`config.mk`:
```
export PLATFORM = sky130hd
export DESIGN_NAME = wdt_core
export DESIGN_NICKNAME = d
export VERILOG_FILES = /design/src/rtl/wdt_pkg.sv /design/src/rtl/wdt_prescaler.sv /design/src/rtl/wdt_counter.sv /design/src/rtl/wdt_mode_reg.sv /design/src/rtl/wdt_event.sv /design/src/rtl/wdt_core.sv
export SDC_FILE = /design/constraint.sdc
export NUM_CORES = 1
export LEC_CHECK = 0
export BUFFER_PORTS_ARGS = -buffer_cell sky130_fd_sc_hd__buf_2
export CAP_MARGIN = 20
export CELL_PAD_IN_SITES_DETAIL_PLACEMENT = 1
export CELL_PAD_IN_SITES_GLOBAL_PLACEMENT = 2
export CORE_ASPECT_RATIO = 1.4
export CORE_MARGIN = 5
export CORE_UTILIZATION = 30
export DETAILED_ROUTE_END_ITERATION = 8
export HOLD_SLACK_MARGIN = 0.03
export PLACE_DENSITY_LB_ADDON = 0.1
export SETUP_SLACK_MARGIN = 0.3
export SKIP_LAST_GASP = 1
export SYNTH_ARGS = -nofsm -noshare
export SYNTH_HDL_FRONTEND = slang
export SYNTH_HIERARCHICAL = 1
export SYNTH_SLANG_ARGS = --single-unit
```
`constraint.sdc`:
```
create_clock -name clk_i -period 1.8 [get_ports clk_i]
set_input_delay 0.09 -clock clk_i [delete_from_list [all_inputs] [get_ports clk_i]]
set_output_delay 0.09 -clock clk_i [all_outputs]
set_load 0.03 [all_outputs]
```
`src/rtl/wdt_pkg.sv`:
```
package wdt_pkg;
  localparam int REG_W   = 8;
  localparam int RUN_BIT = 7;
  localparam int SEL_BIT = 4;
  localparam int SUB_BIT = 3;

  typedef enum logic [1:0] {
    MODE_INTERVAL = 2'd0,
    MODE_NMI      = 2'd1,
    MODE_RESET    = 2'd2
  } wdt_mode_e;

  function automatic wdt_mode_e decode_mode(logic sel, logic sub);
    if (!sel)     return MODE_INTERVAL;
    else if (sub) return MODE_RESET;
    else          return MODE_NMI;
  endfunction
endpackage

```
`src/rtl/wdt_prescaler.sv`:
```
module wdt_prescaler #(
  parameter int PRE_W = 8
) (
  input  logic clk_i,
  input  logic rst_ni,
  output logic tick_o
);
  generate
    if (PRE_W == 0) begin : g_bypass
      assign tick_o = 1'b1;
    end else begin : g_div
      logic [PRE_W-1:0] pre_q;
      // free-running from reset; restart never touches it
      always_ff @(posedge clk_i or negedge rst_ni) begin
        if (!rst_ni) pre_q <= '0;
        else         pre_q <= pre_q + 1'b1;
      end
      assign tick_o = &pre_q;
    end
  endgenerate
endmodule

```
`src/rtl/wdt_counter.sv`:
```
module wdt_counter #(
  parameter int CNT_W = 8
) (
  input  logic clk_i,
  input  logic rst_ni,
  input  logic en_i,
  input  logic clr_i,
  output logic ovf_o
);
  logic [CNT_W-1:0] cnt_q;

  always_ff @(posedge clk_i or negedge rst_ni) begin
    if (!rst_ni)    cnt_q <= '0;
    else if (clr_i) cnt_q <= '0;
    else if (en_i)  cnt_q <= cnt_q + 1'b1;
  end

  assign ovf_o = en_i & (&cnt_q) & ~clr_i;
endmodule

```
`src/rtl/wdt_mode_reg.sv`:
```
module wdt_mode_reg
  import wdt_pkg::*;
(
  input  logic             clk_i,
  input  logic             rst_ni,
  input  logic             wr_en_i,
  input  logic [REG_W-1:0] wdata_i,
  input  logic             flag_i,
  output logic             run_o,
  output wdt_mode_e        mode_o,
  output logic             restart_o,
  output logic             arm_nmi_o,
  output logic [REG_W-1:0] rdata_o
);
  logic run_q, sel_q, sub_q;

  always_ff @(posedge clk_i or negedge rst_ni) begin
    if (!rst_ni) begin
      run_q <= 1'b0;
      sel_q <= 1'b0;
      sub_q <= 1'b0;
    end else if (wr_en_i) begin
      run_q <= run_q | wdata_i[RUN_BIT];
      sel_q <= sel_q | wdata_i[SEL_BIT];
      sub_q <= sub_q | wdata_i[SUB_BIT];
    end
  end

  assign run_o     = run_q;
  assign mode_o    = decode_mode(sel_q, sub_q);
  assign restart_o = wr_en_i & wdata_i[RUN_BIT];
  // arming with a pending request fires at once
  assign arm_nmi_o = wr_en_i & wdata_i[SEL_BIT] & ~sel_q & flag_i;

  always_comb begin
    rdata_o          = '0;
    rdata_o[RUN_BIT] = run_q;
    rdata_o[SEL_BIT] = sel_q;
    rdata_o[SUB_BIT] = sub_q;
  end
endmodule

```
`src/rtl/wdt_event.sv`:
```
module wdt_event
  import wdt_pkg::*;
(
  input  logic      clk_i,
  input  logic      rst_ni,
  input  logic      ovf_i,
  input  logic      arm_nmi_i,
  input  logic      flag_clr_i,
  input  wdt_mode_e mode_i,
  output logic      flag_o,
  output logic      irq_o,
  output logic      nmi_o,
  output logic      rst_req_o
);
  logic flag_q, irq_q, nmi_q, rst_q;

  always_ff @(posedge clk_i or negedge rst_ni) begin
    if (!rst_ni) begin
      flag_q <= 1'b0;
      irq_q  <= 1'b0;
      nmi_q  <= 1'b0;
      rst_q  <= 1'b0;
    end else begin
      if (ovf_i)           flag_q <= 1'b1;
      else if (flag_clr_i) flag_q <= 1'b0;
      irq_q <= ovf_i & (mode_i == MODE_INTERVAL);
      nmi_q <= (ovf_i & (mode_i == MODE_NMI)) | arm_nmi_i;
      rst_q <= rst_q | (ovf_i & (mode_i == MODE_RESET));
    end
  end

  assign flag_o    = flag_q;
  assign irq_o     = irq_q;
  assign nmi_o     = nmi_q;
  assign rst_req_o = rst_q;
endmodule

```
`src/rtl/wdt_core.sv`:
```
module wdt_core
  import wdt_pkg::*;
#(
  parameter int PRE_W = 8,
  parameter int CNT_W = 8
) (
  input  logic             clk_i,
  input  logic             rst_ni,
  input  logic             wr_en_i,
  input  logic [REG_W-1:0] wdata_i,
  input  logic             flag_clr_i,
  output logic [REG_W-1:0] rdata_o,
  output logic             req_flag_o,
  output logic             irq_o,
  output logic             nmi_o,
  output logic             rst_req_o
);
  logic      tick, run, restart, arm_nmi, ovf;
  wdt_mode_e mode;

  wdt_prescaler #(.PRE_W(PRE_W)) i_pre (
    .clk_i  (clk_i),
    .rst_ni (rst_ni),
    .tick_o (tick)
  );

  wdt_mode_reg i_mode (
    .clk_i     (clk_i),
    .rst_ni    (rst_ni),
    .wr_en_i   (wr_en_i),
    .wdata_i   (wdata_i),
    .flag_i    (req_flag_o),
    .run_o     (run),
    .mode_o    (mode),
    .restart_o (restart),
    .arm_nmi_o (arm_nmi),
    .rdata_o   (rdata_o)
  );

  wdt_counter #(.CNT_W(CNT_W)) i_cnt (
    .clk_i  (clk_i),
    .rst_ni (rst_ni),
    .en_i   (run & tick),
    .clr_i  (restart),
    .ovf_o  (ovf)
  );

  wdt_event i_evt (
    .clk_i      (clk_i),
    .rst_ni     (rst_ni),
    .ovf_i      (ovf),
    .arm_nmi_i  (arm_nmi),
    .flag_clr_i (flag_clr_i),
    .mode_i     (mode),
    .flag_o     (req_flag_o),
    .irq_o      (irq_o),
    .nmi_o      (nmi_o),
    .rst_req_o  (rst_req_o)
  );
endmodule

```
==> results.ini <==
[critical_path]
worstSetupEndpointType=flip-flop
crit_path_max_fanout=3
cpPeakStageDelay_ps=360
worstPathRequired_ps=2000
rr_worst_depth=7
slowest_stage=dfrtp_1
start_kind=flip-flop
cp_num_buf_inv=1
cp.arrival_ps=1980
cp_common_cell=and4_4
cp_top_family=simple AND/OR/NAND/NOR gates
path_depth=7
setup.worst_path.class=reg2reg
cp_cell_sequence=and4_4 > and4_4 > and2_4 > nand4_1 > buf_4 > or3_1 > a21oi_1

[sta]
hold_viol=0
maxSlewHeadroom=0.636
fin_skew_ps=4.43
finalSetupViolations=0
drv_slew=0
holdWs_ps=43.3
worst_pin_slew_ps=546
final_min_period_over_clock_period=0.991
rsz0062_at_grt=yes
layout_min_cycle_time_ps=1780
fmax_mhz=560

[grt]
grt_pass1_vias=872
antenna_found_initial=0
grt_max_degree=24
gr-total-overflow=0
grt_pass1_wl_mm=3.89
track_usage=0.107

[final_layout]
multi_input_area_sq_um=457
diodes=0
ff_latch_area_sq_um=576
stdcell_count=165
areaGrowthSynthToFinish_pct=29.1
nets=140
num-fill-cells=393
layout-drive-gt1-share=0.408

[pwr]
swShare=0.229
p_comb_frac=0.046
clkPwrFrac=0.369
p_sw_uw=202
power_leakage_uw=0.000654
p_seq_frac=0.586
p_per_area_nw_per_um2=640
intPower_uw=679
vdd_drop_max_mv=0.259

[drt]
viasPerCell=4.72
dr.pass1.iters=2
wl_mm=2.33
antenna_left=0
dr_total_vias=779
drt_iter0_drc=8
wire_per_inst_microns=14.1
drc_errors=0

[die]
initial_utilization=0.313
top_level_ports=24
rows=25
die_w_microns=60.4
dieArea_sq_um=4860
coreArea_sq_um=3410
die_y_microns=80.5

[min_path]
holdCritPathClass=in2reg
whs_path_depth=2

[yosys]
synthDistinctLibCells=33
yosysSeqAreaShare=0.540
yosysWarnings=6
syn_area_sq_um=1070
synth-seq-cells=23
syn_inst=95
avgSynthCellArea_sq_um=11.2

[placement]
place_hpwl_mm=1.76
dp.cells=154
place_congestion=0.705
io_buffers=13

[run_status]
status=completed

[clocking]
clock_latency_ps=260
cts_htree_levels=1
cts_buffer_depth=2
cts_buffers=3
clk_pin_slew_ps=90
cts_tree=yes
cts.sink_count=23
root_buffer=clkbuf_8

[run]
max-cap-violations=0

area by class of cell:
class | instances | area share
Tap cell | 40 | 0.0364
Timing Repair Buffer | 32 | 0.166
Clock inverter | 1 | 0.00364
Clock buffer | 3 | 0.0300
Sequential cell | 23 | 0.418
Multi-Input combinational cell | 61 | 0.332
Inverter | 5 | 0.0136
sequential cells by signal, indices dropped and copies added (netlist names):
signal	cells
i_mode/run_o	1
i_cnt/cnt_q	8
i_evt/rst_req_o	1
i_pre/g_div.pre_q	8
i_mode/sel_q	1
i_evt/flag_o	1
i_mode/sub_q	1
i_evt/nmi_o	1
i_evt/irq_o	1
stage by stage:
| step | TNS [ps] | util | worst slack (ps) | power (uW) | cell area [sq um] |
|---|---|---|---|---|---|
| after global placement | -166 | 0.359 | -77.3 | 564 | 1220 |
| final | 0 | 0.404 | 15.4 | 881 | 1380 |
| after floorplan | -31.5 | - | -25.6 | 553 | 1090 |
| after detailed placement | -224 | 0.359 | -96.3 | 564 | 1220 |
| after global routing | -176 | 0.404 | -63.8 | 927 | 1380 |
| after CTS | 0 | 0.389 | 1.69 | 901 | 1330 |
power groups by stage:
stage / clock (uW) / combinational [uW] / sequential, uW
floorplan: 0 / 26.1 / 527
finish: 325 / 40.4 / 516
CTS: 344 / 41.3 / 516
detailed placement: 0 / 37.9 / 526
global route: 366 / 45.0 / 516
global placement: 0 / 37.3 / 526
synth_stat cells, drive strengths merged:
cell	number	area, sq um
conb	1	3.75
or4	1	7.51
nand2	4	17.5
and4	2	21.3
and3	2	15.0
dfrtp	23	576
and4b	1	10.0
xnor2	6	52.6
inv	5	18.8
or3	2	12.5
clkbuf	1	3.75
o31ai	1	7.51
o21ai	2	10.0
mux2i	1	10.0
nor4	1	6.26
ha	2	25.0
and2	3	20.0
buf	9	67.6
a21o	4	33.8
a31o	2	17.5
nor2b	1	6.26
xor2	4	35.0
nand3	6	30.0
nand4	3	25.0
a21oi	3	15.0
nor2	5	18.8
final timing paths:
path / from / to / slack, ps
max in group asynchronous: rst_ni / i_pre/g_div.pre_q[1] / 1100
worst min-delay path: wdata_i[4] / i_mode/sel_q / 40
worst max register to register: i_pre/g_div.pre_q[2] / i_cnt/cnt_q[6] / 20
worst min register to register: i_evt/rst_req_o / i_evt/rst_req_o / 490
worst max-delay path: i_pre/g_div.pre_q[2] / i_cnt/cnt_q[6] / 20
min in group asynchronous: rst_ni / i_cnt/cnt_q[6] / 330
timing repair:
action                                  in CTS  in global routing
endpoints found under the setup margin      10                 10
pin swaps                                    5                  3
buffers inserted                             3                  2
hold buffers                                 2                  0
hold endpoints to repair                    24                  0
gates resized for setup                      3                  5
layer usage:
metal | wire length [microns] | vias up | track usage
met5 | 0 | - | 0
met4 | 34 | 0 | 0.0532
met3 | 64 | 4 | 0.0225
met1 | 856 | 399 | 0.107
li1 | - | 369 | -
met2 | 1370 | 7 | 0.200
worst reg2reg max path, cell delays in order, from the launching register on:
cell	delay [ps]
dfrtp_1	360
and4_4	240
and4_4	210
and2_4	150
nand4_1	150
buf_4	180
or3_1	300
a21oi_1	120
cells by family (layout without fill, tap and decap cells):
| kind of cell | Yosys count | in the layout | share of synthesized area |
|---|---|---|---|
| buffers and inverters | 15 | 41 | 0.0845 |
| other | 1 | 5 | 0.00352 |
| and+or+nand+nor | 31 | 31 | 0.178 |
| adders and majority gates | 2 | 2 | 0.0235 |
| muxes | 1 | 1 | 0.00939 |
| xor gates and xnor gates | 10 | 10 | 0.0822 |
| AOI/OAI and AO/OA | 12 | 12 | 0.0786 |
| DFF | 23 | 23 | 0.540 |
placed cells by master (no fill, tap or decap), drive strengths merged, types with 3 or more instances in the layout:
| cell type | synthesis | layout |
|---|---|---|
| nand4 | 3 | 3 |
| buf | 9 | 30 |
| inv | 5 | 5 |
| and2 | 3 | 3 |
| dfrtp | 23 | 23 |
| xnor2 | 6 | 6 |
| a21oi | 3 | 3 |
| a21o | 4 | 4 |
| xor2 | 4 | 4 |
| nand2 | 4 | 4 |
| conb | 1 | 5 |
| nand3 | 6 | 6 |
| clkbuf | 1 | 3 |
| nor2 | 5 | 5 |
Note: power is estimated with default switching activity, not from simulation.
